### src/rtl/dma_arb_pkg.sv
package dma_arb_pkg;

    // Kind of owner registered for the current unit
    typedef enum logic [1:0] {
        OWN_CPU   = 2'd0,
        OWN_BURST = 2'd1,
        OWN_STEAL = 2'd2
    } owner_kind_e;

    // Wrap an index to the next slot of an n-entry ring
    function automatic int ring_next(input int v, input int n);
        return (v + 1 >= n) ? 0 : v + 1;
    endfunction

endpackage

### src/rtl/arb_mode_split.sv
module arb_mode_split #(
    parameter int NCH = 4
) (
    input  logic           rr_mode,
    input  logic [NCH-1:0] ch_req,
    input  logic [NCH-1:0] ch_is_burst,
    output logic [NCH-1:0] burst_req,
    output logic [NCH-1:0] steal_req,
    output logic           any_burst,
    output logic           any_steal,
    output logic           mix_now
);
    assign burst_req = ch_req & ch_is_burst;
    assign steal_req = ch_req & ~ch_is_burst;
    assign any_burst = |burst_req;
    assign any_steal = |steal_req;
    assign mix_now   = rr_mode & any_burst & any_steal;
endmodule

### src/rtl/arb_ring_pick.sv
module arb_ring_pick #(
    parameter int N  = 4,
    parameter int IW = 2
) (
    input  logic [N-1:0]  vec,
    input  logic [IW-1:0] start,
    output logic          found,
    output logic [IW-1:0] idx
);
    always_comb begin
        found = 1'b0;
        idx   = '0;
        for (int k = 0; k < N; k++) begin
            int j;
            j = int'(start) + k;
            if (j >= N) j = j - N;
            if (!found && vec[j]) begin
                found = 1'b1;
                idx   = IW'(j);
            end
        end
    end
endmodule

### src/rtl/arb_owner_core.sv
module arb_owner_core
    import dma_arb_pkg::*;
#(
    parameter int NCH = 4,
    parameter int IW  = 2
) (
    input  logic           clk,
    input  logic           rst,
    input  logic           rr_mode,
    input  logic           unit_done,
    input  logic [NCH-1:0] ch_is_burst,
    input  logic           any_burst,
    input  logic           any_steal,
    input  logic           mix_now,
    input  logic           b_found,
    input  logic [IW-1:0]  b_idx,
    input  logic           s_found,
    input  logic [IW-1:0]  s_idx,
    input  logic           a_found,
    input  logic [IW-1:0]  a_idx,
    output logic [IW-1:0]  ptr_q,
    output logic [NCH-1:0] grant_q,
    output logic           cpu_q,
    output logic           mix_q
);
    owner_kind_e     kind_q, nxt_kind;
    logic            nxt_cpu;
    logic [IW-1:0]   nxt_idx;
    logic [NCH-1:0]  nxt_vec;

    always_comb begin
        nxt_cpu  = 1'b1;
        nxt_idx  = '0;
        nxt_kind = OWN_CPU;
        if (!rr_mode) begin
            if (b_found) begin
                nxt_cpu = 1'b0;
                if (s_found && (s_idx < b_idx) && (kind_q != OWN_STEAL)) begin
                    nxt_idx  = s_idx;
                    nxt_kind = OWN_STEAL;
                end else begin
                    nxt_idx  = b_idx;
                    nxt_kind = OWN_BURST;
                end
            end else if (s_found && (kind_q == OWN_CPU)) begin
                nxt_cpu  = 1'b0;
                nxt_idx  = s_idx;
                nxt_kind = OWN_STEAL;
            end
        end else if (a_found) begin
            if ((b_found && !s_found) || (kind_q == OWN_CPU)) begin
                nxt_cpu  = 1'b0;
                nxt_idx  = a_idx;
                nxt_kind = ch_is_burst[a_idx] ? OWN_BURST : OWN_STEAL;
            end
        end
    end

    always_comb begin
        nxt_vec = '0;
        if (!nxt_cpu) nxt_vec[nxt_idx] = 1'b1;
    end

    always_ff @(posedge clk) begin
        if (rst) begin
            cpu_q   <= 1'b1;
            grant_q <= '0;
            kind_q  <= OWN_CPU;
            ptr_q   <= '0;
            mix_q   <= 1'b0;
        end else begin
            mix_q <= mix_now;
            if (unit_done) begin
                cpu_q   <= nxt_cpu;
                grant_q <= nxt_vec;
                kind_q  <= nxt_kind;
                if (rr_mode && !nxt_cpu)
                    ptr_q <= IW'(ring_next(int'(nxt_idx), NCH));
            end
        end
    end

    AST_ONE_OWNER: assert property (@(posedge clk) disable iff (rst)
        $onehot({cpu_q, grant_q}));

    AST_HOLD_MIDUNIT: assert property (@(posedge clk) disable iff (rst)
        !unit_done |=> $stable({cpu_q, grant_q}));

    AST_BURST_LOCKOUT: assert property (@(posedge clk) disable iff (rst)
        unit_done && any_burst && !(rr_mode && any_steal) |=> !cpu_q);

    AST_IDLE_TO_CPU: assert property (@(posedge clk) disable iff (rst)
        unit_done && !any_burst && !any_steal |=> cpu_q);

endmodule

### src/rtl/dma_bus_arbiter.sv
module dma_bus_arbiter
    import dma_arb_pkg::*;
#(
    parameter int NCH = 4
) (
    input  logic           clk,
    input  logic           rst,
    input  logic           rr_mode,
    input  logic           unit_done,
    input  logic [NCH-1:0] ch_req,
    input  logic [NCH-1:0] ch_is_burst,
    output logic [NCH-1:0] ch_grant,
    output logic           cpu_grant,
    output logic           mix_err
);
    localparam int IW = (NCH > 1) ? $clog2(NCH) : 1;

    logic [NCH-1:0] burst_req, steal_req;
    logic           any_burst, any_steal, mix_now;
    logic           b_found, s_found, a_found;
    logic [IW-1:0]  b_idx, s_idx, a_idx;
    logic [IW-1:0]  ptr_q, ptr_eff;

    assign ptr_eff = rr_mode ? ptr_q : '0;

    arb_mode_split #(.NCH(NCH)) u_split (
        .rr_mode     (rr_mode),
        .ch_req      (ch_req),
        .ch_is_burst (ch_is_burst),
        .burst_req   (burst_req),
        .steal_req   (steal_req),
        .any_burst   (any_burst),
        .any_steal   (any_steal),
        .mix_now     (mix_now)
    );

    arb_ring_pick #(.N(NCH), .IW(IW)) u_pick_burst (
        .vec(burst_req), .start(ptr_eff), .found(b_found), .idx(b_idx));
    arb_ring_pick #(.N(NCH), .IW(IW)) u_pick_steal (
        .vec(steal_req), .start(ptr_eff), .found(s_found), .idx(s_idx));
    arb_ring_pick #(.N(NCH), .IW(IW)) u_pick_any (
        .vec(ch_req),    .start(ptr_eff), .found(a_found), .idx(a_idx));

    arb_owner_core #(.NCH(NCH), .IW(IW)) u_core (
        .clk         (clk),
        .rst         (rst),
        .rr_mode     (rr_mode),
        .unit_done   (unit_done),
        .ch_is_burst (ch_is_burst),
        .any_burst   (any_burst),
        .any_steal   (any_steal),
        .mix_now     (mix_now),
        .b_found     (b_found),
        .b_idx       (b_idx),
        .s_found     (s_found),
        .s_idx       (s_idx),
        .a_found     (a_found),
        .a_idx       (a_idx),
        .ptr_q       (ptr_q),
        .grant_q     (ch_grant),
        .cpu_q       (cpu_grant),
        .mix_q       (mix_err)
    );

    AST_GRANT_WAS_REQ: assert property (@(posedge clk) disable iff (rst)
        unit_done |=> cpu_grant || ((ch_grant & $past(ch_req)) != '0));

    AST_RESET_CPU: assert property (@(posedge clk)
        rst |=> cpu_grant && (ch_grant == '0) && !mix_err);

endmodule

### config.mk
export PLATFORM = sky130hd
export DESIGN_NAME = dma_bus_arbiter
export DESIGN_NICKNAME = d
export VERILOG_FILES = /design/src/rtl/dma_arb_pkg.sv /design/src/rtl/arb_mode_split.sv /design/src/rtl/arb_ring_pick.sv /design/src/rtl/arb_owner_core.sv /design/src/rtl/dma_bus_arbiter.sv
export SDC_FILE = /design/constraint.sdc
export NUM_CORES = 1
export LEC_CHECK = 0
export ABC_AREA = 1
export BUFFER_PORTS_ARGS = -buffer_cell sky130_fd_sc_hd__buf_2
export CAP_MARGIN = 10
export CELL_PAD_IN_SITES_DETAIL_PLACEMENT = 1
export CELL_PAD_IN_SITES_GLOBAL_PLACEMENT = 1
export CORE_MARGIN = 5
export CORE_UTILIZATION = 40
export DETAILED_ROUTE_END_ITERATION = 10
export HOLD_SLACK_MARGIN = 0.06
export PLACE_DENSITY = 0.85
export SYNTH_ARGS = -nofsm -noshare
export SYNTH_HDL_FRONTEND = slang
export SYNTH_HIERARCHICAL = 1
export SYNTH_SLANG_ARGS = --single-unit
### constraint.sdc
create_clock -name clk -period 3.65 [get_ports clk]
set_input_delay 0.1825 -clock clk [delete_from_list [all_inputs] [get_ports clk]]
set_output_delay 0.1825 -clock clk [all_outputs]
set_load 0.02 [all_outputs]
Word-level counts from Yosys, hierarchy flattened --
Cells that the tools add are included.
Word-level totals: flip-flop bits (word level) 10, logic and storage cells 152, output and inout bits 6, input bits 12
Operators by class: equality and inequality tests 1, muxes and demuxes 89, reduce and logical (&&, ||, !) cells 31, bitwise logic cells 5, add/sub/neg operators 8, $lt $le $gt $ge 13
Operators by type and width (count):
- 32-bit by 4-bit < comparator with 1-bit output, second input constant | 4
- 32-bit two-way mux | 4
- 32-bit by 4-bit >= comparator with 1-bit output, second input constant | 3
- 32-bit by 4-bit subtractor with 32-bit output, second input constant | 3
- 2-bit two-way mux | 27
- 1-bit two-way mux | 43
- 1-bit binary-select mux with 2-bit select | 13
- 1-bit logical AND | 15
- 1-bit logical NOT | 11
- 4-bit bitwise AND | 2
- 4-bit OR reduction | 2
- 2-bit by 1-bit adder with 3-bit output, second input constant | 2
- 2-bit by 2-bit adder with 3-bit output, second input constant | 2
- 2-bit by 3-bit < comparator with 1-bit output, second input constant | 2
- 4-bit two-way mux | 1
- 4-bit NOT | 1
- 2-bit by 3-bit subtractor with 4-bit output, second input constant | 1
- 2-bit by 3-bit >= comparator with 1-bit output, second input constant | 1
- 3-bit >= comparator, second input constant | 1
- 1-bit bitwise AND | 2
- 1-bit demux with 2-bit select | 1
- 2-bit by 1-bit >= comparator with 1-bit output, second input constant | 1
- 2-bit logical NOT | 1
- 2-bit < comparator | 1
- other kinds (3) | 3

Longest topological paths before layout --
word-level depth 27, depth in mapped cells 24, mapped depth without buffers 24

Cells and area by module --
Netlist, hierarchy kept.
By module, submodules not included:
- arb_ring_pick | sequential area each 0.0 µm², cells an instance 59, instances 3, area an instance 319.1 µm²
- arb_owner_core | sequential area each 200.2 µm², cells an instance 116, instances 1, area an instance 757.0 µm²
- arb_mode_split | sequential area each 0.0 µm², cells an instance 29, instances 1, area an instance 122.6 µm²
- dma_bus_arbiter | sequential area each 0.0 µm², cells an instance 4, instances 1, area an instance 15.0 µm²

Worst setup path before layout --
OpenSTA, ideal clock, no wires.
kind register to register, start register u_core.ptr_q[1], end register u_core.ptr_q[1], path buffers 0, cell stages (with the launch flop) 22, data arrival time 2.437 ns, setup slack 1.096 ns, period minus slack after synthesis 2.554 ns, required time 3.534 ns, library setup time 0.116 ns, path through dfxtp_1 -> nand2_1 -> inv_1 -> inv_2 -> nand2_2 -> nand2_2 -> nand2_2 -> nand2_2 -> nor2_4 -> nand3_1 -> nand3_1 -> inv_1 -> ha_1 -> inv_1 -> nand2_1 -> nor2_2 -> nand4_1 -> nand4_1 -> nand2_1 -> ha_1 -> nand3_1 -> a21oi_1
Between the ends: word-level cells in the longest chain between the ends 25, elaborated cells between the ends (all ways) 118, classes of those cells add/sub: 8; order compare: 6; mux: 77; reduce/logical: 27
RTL lines:
- start, declared | RTL line arb_owner_core.sv:21 | output logic [IW-1:0] ptr_q,
- start signal, assigned | RTL line arb_owner_core.sv:78 | ptr_q <= IW'(ring_next(int'(nxt_idx), NCH));
- 2-bit two-way mux * | RTL line dma_bus_arbiter.sv:24 | assign ptr_eff = rr_mode ? ptr_q : '0;
- via ptr_eff[1] | RTL line dma_bus_arbiter.sv:22 | logic [IW-1:0] ptr_q, ptr_eff;
- parallel branches: the longest is 14 deep, another holds 32-bit by 4-bit subtractor with 32-bit output
- 2-bit two-way mux * | RTL line arb_ring_pick.sv:17 | if (!found && vec[j]) begin
- via b_idx[1] | RTL line dma_bus_arbiter.sv:21 | logic [IW-1:0] b_idx, s_idx, a_idx;
- 2-bit < comparator | RTL line arb_owner_core.sv:38 | if (s_found && (s_idx < b_idx) && (kind_q != OWN_STEAL)) begin
- 1-bit logical AND (2 in series) | RTL line arb_owner_core.sv:38
- 2-bit two-way mux * | RTL line arb_owner_core.sv:38
- 2-bit two-way mux * | RTL line arb_owner_core.sv:36 | if (b_found) begin
- 2-bit two-way mux * | RTL line arb_owner_core.sv:35 | if (!rr_mode) begin
- 2-bit by 1-bit adder with 3-bit output * | RTL line dma_arb_pkg.sv:12 | return (v + 1 >= n) ? 0 : v + 1;
- 3-bit >= comparator | RTL line dma_arb_pkg.sv:12
- 2-bit two-way mux * | RTL line dma_arb_pkg.sv:12
Mark *: on every way through the listed nets, which the timed path passes. The select of a mux whose other input is x is not followed. A chain may end at the register's enable or synchronous reset.

Worst setup path after layout --
Same ends and word-level chain as after synthesis.

==> reports/metrics.csv <==
stage,metric,value,unit
route,DR vias/cell,5.025,
clocking,H-tree lvl count,1,
status,status,"finished, final reports clean",
clocking,Root Buffer,clkbuf_8,
layout,fillers,645,
min_path,worst min path class,input pin to flip-flop,
layout,share of cells above drive strength 1,27.41,%
critical_path,reg2reg end,u_core/ptr_q[1]$_SDFFE_PP0P_,
sta,final count of pins violating max slew,0,
layout,Final #Nets,361,
sta,Worst Max-Slew Pin Slew,0.6067,ns
sta,"Min Clock Period, post-route",3.166,ns
clocking,"CTS clk-pin slew, worst paths",0.05,ns
global_route,first-pass GRT wire length,8728,um
sta,final total negative setup slack,0,ns
critical_path,Worst Setup SP,u_core/ptr_q[1]$_SDFFE_PP0P_,
route,Detail Route Antenna Nets,0,
sta,Slew Limit Headroom,59.51,%
power_and_ir_drop,sequential fraction of design power,18.1,%
floorplan,chip height,77.86,um
layout,synth-to-layout area growth,9.511,%
floorplan,area of the core,0.004414,sq mm
synthesis,Mean Syn Cell Area,5.684,sq um
route,initial drt markers,76,
synthesis,Syn Std Cell Area,0.001842,sq mm
layout,diodes inserted,0,
clocking,CTS tree,built,
route,Routed WL,5012,um
clocking,CTS Buf Count,3,
global_route,largest net degree at the start of global routing,16,
critical_path,CP required,3.81,ns
critical_path,R2R Path Start,u_core/ptr_q[1]$_SDFFE_PP0P_,
route,DRC errors left,0,
floorplan,Initial Util,41.72,%
run,maxcap violations,0,
sta,# setup viols final,0,
critical_path,R2R cell count,21,
power_and_ir_drop,Sw Pwr,350.4,uW
critical_path,Worst setup SP type,flip-flop,
sta,Setup Skew,0.001170,ns
layout,FF/Latch Area,200.2,sq um
power_and_ir_drop,sw frac,49.30,%
critical_path,crit path DAT,3.33,ns
power_and_ir_drop,Logic pwr share,62.4,%
power_and_ir_drop,P_leak,0.001156,uW
min_path,Hold EP,u_core/mix_q$_SDFF_PP0_,
power_and_ir_drop,worst vdd ir,0.1268,mV
critical_path,critical path's slowest cell,inv_1,
sta,RSZ-0062 raised after global routing,false,
synthesis,Synthesized Nets,341,
clocking,# clock sinks,10,
min_path,Hold Path Depth,2,
power_and_ir_drop,internal power,360.4,uW
placed_design,gp weighted congestion,0.8345,
placed_design,Port Buffer Count,17,
synthesis,synth warn,6,
floorplan,total die area,0.006061,sq mm
sta,final hold violations,0,
sta,hold slack,0.2260,ns
power_and_ir_drop,P per Cell Area,352.4,mW/mm^2
placed_design,DP HPWL,4100,um
critical_path,Reg2Reg Setup Slack,0.48,ns
critical_path,Most common cell on crit path,nand2_2,
global_route,antenna violations before repair,0,
layout,multi-input logic area,0.001368,sq mm
power_and_ir_drop,Clock Power Share,19.5,%
clocking,Longest Clk Path Bufs,2,
global_route,Tot GR Track Use,16.77,%
floorplan,Die W,77.86,um
critical_path,Top delay family on crit path,simple AND/OR/NAND/NOR gates,
floorplan,num ports,18,
route,drt wl/cell,12.69,um
clocking,post-CTS sizing,0,
critical_path,CP Capture Type,flip-flop,
global_route,vias in the first global route,2039,
synthesis,Post-Synthesis Cells,324,
clocking,hold buffers post-CTS,0,
route,DR pass1 iterations,4,
critical_path,crit-path max FO,15,
sta,crit share post-route,86.74,%
critical_path,worst-path cell chain,nand2_1 > inv_1 > inv_2 > nand2_2 > nand2_2 > nand2_2 > nand2_2 > nor2_4 > nand3_1 > nand3_1 > inv_1 > ha_1 > inv_1 > nand2_1 > nor2_2 > nand4_1 > nand4_1 > nand2_1 > ha_1 > nand3_1 > a21oi_1,
clocking,post-CTS setup buffers,0,
clocking,clk_lat worst skew,0.23,ns
route,vias post-DR,1985,
critical_path,max incr delay on CP,0.45,ns
sta,FMAX,315.8,MHz
floorplan,# rows,24,
min_path,min-delay src,rst,
critical_path,"Buf+Inv Stages, Crit Path",4,
critical_path,worst setup path class,flip-flop to flip-flop,
global_route,gr ovfl total,0,
routing by layer:
metal	part of all wire [%]	wire [um]	vias up	global-route usage (%)
met5	0	0	-	0
met4	1.3	63	0	3.436
met3	2.6	129	9	2.199
met2	49	2448	31	30.30
met1	47	2370	908	21.02
li1	-	-	1037	-
power by group through the flow:
| stage | clock [uW] | sequential, uW | combinational, uW |
|---|---|---|---|
| after global routing | 148 | 130 | 500 |
| after detailed placement | 0 | 131 | 435 |
| after floorplan | 0 | 136 | 341 |
| after global placement | 0 | 130 | 419 |
| after CTS | 141 | 129 | 444 |
| final | 139 | 129 | 444 |
layout by cell type, fill, tap and decap left out, types with 5 or more instances in the layout:
cell / instances
nand3_2: 9
ha_1: 5
nand2_4: 9
dfxtp_1: 10
inv_1: 53
o21ai_0: 7
nand2_2: 35
nand4_1: 8
a21oi_1: 11
nor2_1: 10
nand3_1: 22
inv_2: 6
buf_2: 17
nor2_2: 5
o21ai_1: 7
nand2_1: 108
stage by stage:
stage          setup WS, ns  std cells  util [%]  total power [uW]  instance area, sq um
2_1_floorplan         1.096        324         -             477.7                  1842
3_3_place_gp         0.6818        391     44.44             549.0                  1962
3_5_place_dp         0.5656        391     44.44             565.6                  1962
4_1_cts              0.4825        395     45.69             713.7                  2017
5_1_grt              0.2127        395     45.69             777.0                  2017
6_report             0.4838        395     45.69             710.8                  2017
worst max path at each step:
stage          depth (start not counted)                      endpoint  slack [ns]
6_report                              21  u_core/ptr_q[1]$_SDFFE_PP0P_        0.48
5_1_grt                               21  u_core/ptr_q[1]$_SDFFE_PP0P_        0.21
4_1_cts                               21  u_core/ptr_q[1]$_SDFFE_PP0P_        0.48
3_5_place_dp                          22  u_core/ptr_q[1]$_SDFFE_PP0P_        0.57
3_3_place_gp                          22  u_core/ptr_q[1]$_SDFFE_PP0P_        0.68
2_1_floorplan                         21  u_core/ptr_q[1]$_SDFFE_PP0P_        1.10
cell type report:
class                   count  share of cell area (%)
clock buffers               4                   2.730
repair buffers             20                   5.335
inverters                  59                   10.98
well taps                  52                   3.226
flip-flops and latches     10                   9.926
multi-input cells         250                   67.80
state kept, by name (all words and copies together) (netlist names):
name	cells
u_core/grant_q	4
u_core/mix_q	1
u_core/cpu_q	1
u_core/kind_q	2
u_core/ptr_q	2
Note: power is estimated with default switching activity, not from simulation.
